## src/rtl/erase_sel.sv

```systemverilog
module erase_sel #(
  parameter int ADDR_W    = 16,
  parameter bit LARGE_MAP = 1'b0
) (
  input  logic              clk,
  input  logic              rst_n,
  input  logic              sw_en,
  input  logic              reg_we,
  input  logic [7:0]        reg_wdata,
  output logic [7:0]        reg_rdata,
  input  logic [ADDR_W-1:0] flash_addr,
  output logic              erase_ok
);

  localparam int NBLK    = 5;
  localparam int SMALL_W = 10;
  localparam int SMALL_N = 4;
  localparam logic [ADDR_W-1:0] BIG_BASE = ADDR_W'(SMALL_N << SMALL_W);
  localparam logic [ADDR_W-1:0] TOP_ADDR = LARGE_MAP ? ADDR_W'(16'h7FFF) : ADDR_W'(16'h3FFF);

  logic [NBLK-1:0] sel_q;
  logic [NBLK-1:0] hit;
  logic            multi;

  assign multi = $countones(reg_wdata[NBLK-1:0]) > 1;

  always_ff @(posedge clk) begin
    if (!rst_n || !sw_en)
      sel_q <= '0;
    else if (reg_we)
      sel_q <= multi ? '0 : reg_wdata[NBLK-1:0];
  end

  genvar k;
  generate
    for (k = 0; k < SMALL_N; k++) begin : g_small
      assign hit[k] = (flash_addr >= ADDR_W'(k << SMALL_W)) &&
                      (flash_addr <  ADDR_W'((k + 1) << SMALL_W));
    end
  endgenerate

  assign hit[NBLK-1] = (flash_addr >= BIG_BASE) && (flash_addr <= TOP_ADDR);

  assign reg_rdata = sw_en ? {{(8-NBLK){1'b0}}, sel_q} : 8'h00;
  assign erase_ok  = sw_en && |(sel_q & hit);

endmodule

```

## config.mk

```make
export PLATFORM = sky130hd
export DESIGN_NAME = erase_sel
export DESIGN_NICKNAME = d
export VERILOG_FILES = /design/src/rtl/erase_sel.sv
export SDC_FILE = /design/constraint.sdc
export NUM_CORES = 1
export LEC_CHECK = 0
export BUFFER_PORTS_ARGS = -buffer_cell sky130_fd_sc_hd__buf_2
export CELL_PAD_IN_SITES_DETAIL_PLACEMENT = 1
export CELL_PAD_IN_SITES_GLOBAL_PLACEMENT = 2
export CORE_AREA = 2 2 51 53
export DETAILED_ROUTE_END_ITERATION = 10
export DIE_AREA = 0 0 53 55
export PLACE_DENSITY_LB_ADDON = 0.1
export SETUP_SLACK_MARGIN = 0.05
export SKIP_CTS_REPAIR_TIMING = 1
export SLEW_MARGIN = 20
export SYNTH_ARGS = -nofsm -noshare
export SYNTH_HDL_FRONTEND = slang
export SYNTH_SLANG_ARGS = --single-unit
```

## constraint.sdc

```tcl
create_clock -name clk -period 2.5 [get_ports clk]
set_input_delay 0.75 -clock clk [delete_from_list [all_inputs] [get_ports clk]]
set_output_delay 0.75 -clock clk [all_outputs]
set_load 0.005 [all_outputs]
```

# After elaboration in Yosys (flattened, before gate mapping)
# Cells that the tools add are included.
# totals
output_inout_bits	9
wordCells	29
register_bits	5
inputBits	28
# op_classes
order_cmp	11
mux	2
n_bitwise	1
n_reduce_logical	10
n_addsub	4
# op_table
cell	n
$ge A16 B12 Y1 const B	2
$lt A16 B12 Y1 const B	2
$ge A16 B1 Y1 const B	1
$ge A16 B11 Y1 const B	1
$ge A16 B13 Y1 const B	1
$le A16 B14 Y1 const B	1
$lt A16 B11 Y1 const B	1
$lt A16 B13 Y1 const B	1
$mux W5	2
$logic_and A1 B1 Y1	6
$and A5 B5 Y5	1
$reduce_or A5 Y1	1
$add A1 B1 Y2	2
$add A3 B1 Y4	1
$gt A4 B1 Y1 const B	1
$add A2 B2 Y3	1
$logic_not A1 Y1	2
$logic_or A1 B1 Y1	1

# Longest topological paths before layout
# Gate-level depths: netlist (run 1).
# depth
ltp_word	5
mapped_depth	7

# Least setup slack after synthesis (run 1)
# Ideal clock, no wire load.
# synth_path
path_kind	input-to-reg
startpoint	input reg_wdata[0]
endpoint	register sel_q[4]
setup_time_ns	0.117
t_arrival_ns	1.920
slack_ns	0.463
required_time_ns	2.383
stages	7
path_cell_list	inv_1 > fa_1 > inv_1 > ha_1 > nand2_1 > a32oi_1 > nor2_1
# synth_between
elab_chain_cells	5
# synth_rtl
item	line_no	text
from (decl)	9	input logic [7:0] reg_wdata,
$add A1 B1 Y2	25	assign multi = $countones(reg_wdata[NBLK-1:0]) > 1;
$add A2 B2 Y3	25	
$add A3 B1 Y4	25	
$gt A4 B1 Y1	25	
$mux W5	31	sel_q <= multi ? '0 : reg_wdata[NBLK-1:0];
to (signal assigned)	31	
to (decl)	21	logic [NBLK-1:0] sel_q;
# Every way passes these cells.
# A chain may end at the register's enable or synchronous reset.

# Final worst setup path (run 1)
# layout_path
startpoint	input flash_addr[10]
endpoint	output erase_ok
# layout_between
elab_chain_cells	5
# layout_rtl
item	line_no	text
from (decl)	11	input logic [ADDR_W-1:0] flash_addr,
$ge A16 B1 Y1 (tied with other cells)	37	assign hit[k] = (flash_addr >= ADDR_W'(k << SMALL_W)) &&
$logic_and A1 B1 Y1, on equally long branches	37, 42	
$and A5 B5 Y5 *	45	assign erase_ok = sw_en && |(sel_q & hit);
$reduce_or A5 Y1 *	45	
$logic_and A1 B1 Y1 *	45	
to (decl)	12	output logic erase_ok
# Mark *: on every way between the ends. The rest lies on a longest branch, timed or not.

==> results.json, run 1 <==
{
  "vias": 354,
  "ys_warn_count": 0,
  "cts_tree": "yes",
  "final_cell_mix": "20 x buf_2, 6 x nor2_1",
  "drive_gt1_share_pct": 35.9,
  "cp.arrival_ps": 1520,
  "vias_per_cell": 3.77,
  "design.die.area_um2": 2920,
  "path_max_fanout": 2,
  "netlist.top_cell.by_area": "dfxtp_1",
  "place_hpwl_um": 876,
  "synth_top_cell_area_share_pct": 29.1,
  "synth_seq_cells": 5,
  "required_ps": 1750,
  "fin_tns_setup_ps": 0,
  "cp_common_cell": "buf_2",
  "cts.sinks": 5,
  "finalMaxSlewViolations": 0,
  "area_growth_syn_to_layout_pct": 43.3,
  "route.detailed.drc": 0,
  "drt_first_pass_iters": 2,
  "critPathTopFamily": "simple AND/OR/NAND/NOR gates",
  "drt-wirelength-per-cell_um": 10.4,
  "netlist_area_um2": 344,
  "portBuffers": 20,
  "htreeDepth": 1,
  "peakVddDrop_mv": 0.206,
  "path_buf_inv": 2,
  "reg.largest.list": "sel_q x5",
  "cp-end-kind": "output pin",
  "dr.first_iter.drc_count": 7,
  "path_cells": "buf_2 -> mux2i_1 -> nor4b_1 -> o211a_1 -> buf_2",
  "ys_types": 16,
  "drt-total-wl_um": 981,
  "critPathMaxStageDelay_ps": 250,
  "cellPowerDensity_nw_per_um2": 432,
  "io_pins": 37,
  "clock_path_buffers": 2,
  "insertion_delay_ps": 240,
  "num-nets-final": 95,
  "postSynthCellCount": 41,
  "cts_root_buf": "clkbuf_4",
  "diodes": 0,
  "rows": 18,
  "netlist_top_cells_area": "dfxtp_1 29%, a32oi_1 13%, and2_1 9.1%",
  "grt_overflow_total": 0,
  "start_kind": "primary input",
  "finalHoldViolations": 0,
  "status": "finished clean",
  "setup_viol": 0,
  "finClkSkew_ps": 0,
  "rsz0062_at_grt": "no",
  "synth.yosys.seq_area_share_pct": 29.1,
  "cp_slowest_cell": "nor4b_1",
  "largest_register_ffs": 5,
  "grt_use_total_pct": 7.88,
  "cts_buffers": 3,
  "fin_crit_sh_pct": 90.8,
  "top_register": "sel_q",
  "path_clk_slew_ps": 40,
  "grt_max_degree": 8,
  "avgSynthCellArea_um2": 8.39,
  "leakage_uw": 0.000261,
  "ant_nets": 0,
  "die_w_um": 53,
  "total_power_uw": 213,
  "hp-class": "flip-flop to flip-flop",
  "num-fill-cells": 300,
  "place.gp.congestion": 0.602,
  "die_height_um": 55,
  "antenna_found_initial": 0,
  "grt_pass1_vias": 375,
  "drv_cap": 0,
  "critPathKind": "primary input to output pin",
  "grt_pass1_wl_um": 1570,
  "post-route-min-period_ps": 2270,
  "start_util_pct": 14.6,
  "max_freq_mhz": 440,
  "final_common_cell": "buf_2",
  "core_um2": 2360
}
==> per-layer routing <==
metal,vias to the layer above,GRT usage [%],wire [µm]
met5,-,0,0
met4,0,5.13,0
met3,0,1.61,20
met2,4,13.5,518
met1,166,8.91,442
li1,184,-,-
==> logic make-up after synthesis <==
| logic type | Yosys count | share of synthesized area (%) |
|---|---|---|
| AO/OA/AOI/OAI | 8 | 19.6 |
| adder cells (fa/ha/maj) | 2 | 9.45 |
| buffers and inverters | 8 | 12.0 |
| flip-flops | 5 | 29.1 |
| multiplexers | 2 | 5.82 |
| other | 1 | 1.09 |
| AND/OR/NAND/NOR | 15 | 22.9 |
==> synth_stat cells <==
cell type,n
nor4b_1,1
buf_4,3
a32oi_1,5
and3b_1,1
o211a_1,1
fa_1,1
and2_1,5
dfxtp_1,5
conb_1,1
nor2_1,6
nand2_1,2
mux2i_1,2
inv_1,5
o41ai_1,1
ha_1,1
o21ai_0,1
==> worst register-to-register path: cells and delay by family, from the launching register on <==
| kind | cells | cell delay (ps) |
|---|---|---|
| and+or+nand+nor | 1 | 60 |
| AOI/OAI and AO/OA | 1 | 180 |
| DFF | 1 | 320 |
==> power breakdown <==
part | total (µW) | switching [µW] | leakage, µW | internal (µW)
clock network | 91.3 | 31.1 | 0.0000150 | 60.2
logic | 38.9 | 21.2 | 0.000206 | 17.6
registers | 82.9 | 1.31 | 0.0000404 | 81.6
==> path summary, 6_finish.rpt <==
kind / from / to / slack, ps / depth (start not counted)
max reg2reg: sel_q[0] / sel_q[0] / 1820 / 2
max: flash_addr[10] / erase_ok / 230 / 5
min reg2reg: sel_q[1] / sel_q[1] / 530 / 2
min: sel_q[1] / sel_q[1] / 530 / 2
==> cell type report <==
class	count	area, µm²	share of cell area, %
well taps	30	37.5	7.61
flip-flops and latches	5	100	20.3
clock buffers	4	26.3	5.33
inverters	5	18.8	3.81
multi-input cells	30	210	42.6
repair buffers	20	100	20.3
==> metrics by stage <==
step	hold WS, ps	instances	worst slack (ps)	util, %	cell area [µm²]
global route	562	94	117	20.8	493
detailed placement	530	90	206	19.7	467
CTS	543	94	206	20.8	493
global placement	534	90	201	19.7	467
finish	528	94	230	20.8	493
floorplan	461	43	463	-	352
Note: power is estimated with default switching activity, not from simulation.
==> run 2: changes to the inputs <==
--- a/config.mk
+++ b/config.mk
@@ -5,12 +5,12 @@
 export SDC_FILE = /design/constraint.sdc
 export NUM_CORES = 1
 export LEC_CHECK = 0
-export BUFFER_PORTS_ARGS = -buffer_cell sky130_fd_sc_hd__buf_2
 export CELL_PAD_IN_SITES_DETAIL_PLACEMENT = 1
 export CELL_PAD_IN_SITES_GLOBAL_PLACEMENT = 2
-export CORE_AREA = 2 2 51 53
+export CORE_AREA = 4 4 43 45
 export DETAILED_ROUTE_END_ITERATION = 10
-export DIE_AREA = 0 0 53 55
+export DIE_AREA = 0 0 47 49
+export DONT_BUFFER_PORTS = 1
 export PLACE_DENSITY_LB_ADDON = 0.1
 export SETUP_SLACK_MARGIN = 0.05
 export SKIP_CTS_REPAIR_TIMING = 1
==> run 2 against run 1 <==
Compared with the run above:
- combinational power down 40%
- flip-flop and latch count stayed put
- via count is 17% lower
- count of clock-buffer cells in the layout stayed put
- critical path type unchanged
- final cell count decreased by 36%
- register-to-register slack about the same
- maximum frequency rose by 6.7%
- sequential share of layout area up 6.4 points
- largest cell class unchanged
==> results.json, run 2 (synthesis gave the netlist of run 1 again) <==
{
  "finalHoldViolations": 0,
  "core_um2": 1470,
  "cp-end-kind": "output pin",
  "final_common_cell": "nor2_1",
  "crit_start": "flash_addr[10]",
  "dp_cells": 56,
  "die_w_um": 47,
  "path_buf_inv": 0,
  "diodes": 0,
  "htreeDepth": 1,
  "post-route-min-period_ps": 2130,
  "critPathTopFamily": "simple AND/OR/NAND/NOR gates",
  "required_ps": 1750,
  "dr.first_iter.drc_count": 4,
  "die_height_um": 49,
  "drv_cap": 0,
  "grt_pass1_wl_um": 1440,
  "fin_tns_setup_ps": 0,
  "drt-wirelength-per-cell_um": 15.5,
  "multi_input_area_um2": 210,
  "critPathMaxStageDelay_ps": 290,
  "critPathKind": "primary input to output pin",
  "min-delay-start": "sel_q[2]",
  "timing.rr.start": "sel_q[0]",
  "grt_use_total_pct": 8.89,
  "setup_viol": 0,
  "final-seq-area_um2": 100,
  "instances_no_fill": 60,
  "vias_per_cell": 4.90,
  "antenna_found_initial": 0,
  "fin_crit_sh_pct": 85.1,
  "grt_pass1_vias": 306,
  "start_util_pct": 23.4,
  "place.gp.congestion": 0.682,
  "cts.sinks": 5,
  "portBuffers": 0,
  "start_kind": "primary input",
  "design.die.area_um2": 2300,
  "route.detailed.drc": 0,
  "num-fill-cells": 189,
  "largest_register_ffs": 5,
  "final_util_pct": 25.5,
  "reg.largest.list": "sel_q x5",
  "rows": 14,
  "cts_tree": "yes",
  "cp_slowest_cell": "nor4b_1",
  "drt-total-wl_um": 928,
  "cellPowerDensity_nw_per_um2": 529,
  "area_growth_syn_to_layout_pct": 9.09,
  "insertion_delay_ps": 240,
  "max_freq_mhz": 470,
  "finClkSkew_ps": 0,
  "ant_nets": 0,
  "grt_max_degree": 8,
  "cts_root_buf": "clkbuf_4",
  "io_pins": 37,
  "final_cell_mix": "6 x nor2_1, 5 x inv_1, 5 x and2_1, 5 x a32oi_1, 5 x dfxtp_1",
  "drive_gt1_share_pct": 6.82,
  "leakage_uw": 0.000173,
  "path_clk_slew_ps": 40,
  "clock_path_buffers": 2,
  "num-nets-final": 75,
  "path_max_fanout": 2,
  "hp-class": "flip-flop to flip-flop",
  "finalMaxSlewViolations": 0,
  "top_register": "sel_q",
  "vias": 294,
  "rsz0062_at_grt": "no",
  "cts_buffers": 3,
  "grt_overflow_total": 0,
  "status": "finished clean",
  "path_cells": "mux2i_1 -> nor4b_1 -> o211a_1",
  "drt_first_pass_iters": 3,
  "cp.arrival_ps": 1380,
  "peakVddDrop_mv": 0.155
}
[run 2: worst reg2reg max path, stage by stage, from the launching register on]
cell     delay, ps
dfxtp_1        330
a32oi_1        170
nor2_1          60
[run 2: power by group]
group	switching [µW]	internal, µW	total (µW)	leakage (µW)
Combinational	14.0	9.34	23.3	0.000117
Clock	32.4	60.3	92.7	0.0000150
Sequential	1.15	81.5	82.7	0.0000404
Total	47.5	151	199	0.000173
[run 2: final cells by class]
class | instances | area share (%)
well taps | 16 | 5.33
flip-flops and latches | 5 | 26.7
inverters | 5 | 5.00
clock buffers | 4 | 7.00
multi-input cells | 30 | 56.0
[run 2: path summary, 6_finish.rpt]
path | to | slack (ps) | depth (start not counted)
max | erase_ok | 370 | 3
min | sel_q[2] | 520 | 2
max reg2reg | sel_q[0] | 1830 | 2
min reg2reg | sel_q[2] | 520 | 2
[run 2: through the flow]
stage	total power, µW	hold WS, ps	area (µm²)	setup WS [ps]
floorplan	107	461	352	463
finish	199	519	375	373
detailed placement	108	509	349	365
global placement	108	526	349	360
CTS	204	520	375	365
global route	210	567	375	295
[run 2: per-layer routing]
metal	part of all wire, %	wire length (µm)	track usage [%]
met1	36	336	9.93
met2	54	505	13.8
met3	9.3	86	2.95
met4	0	0	5.53
met5	0	0	0
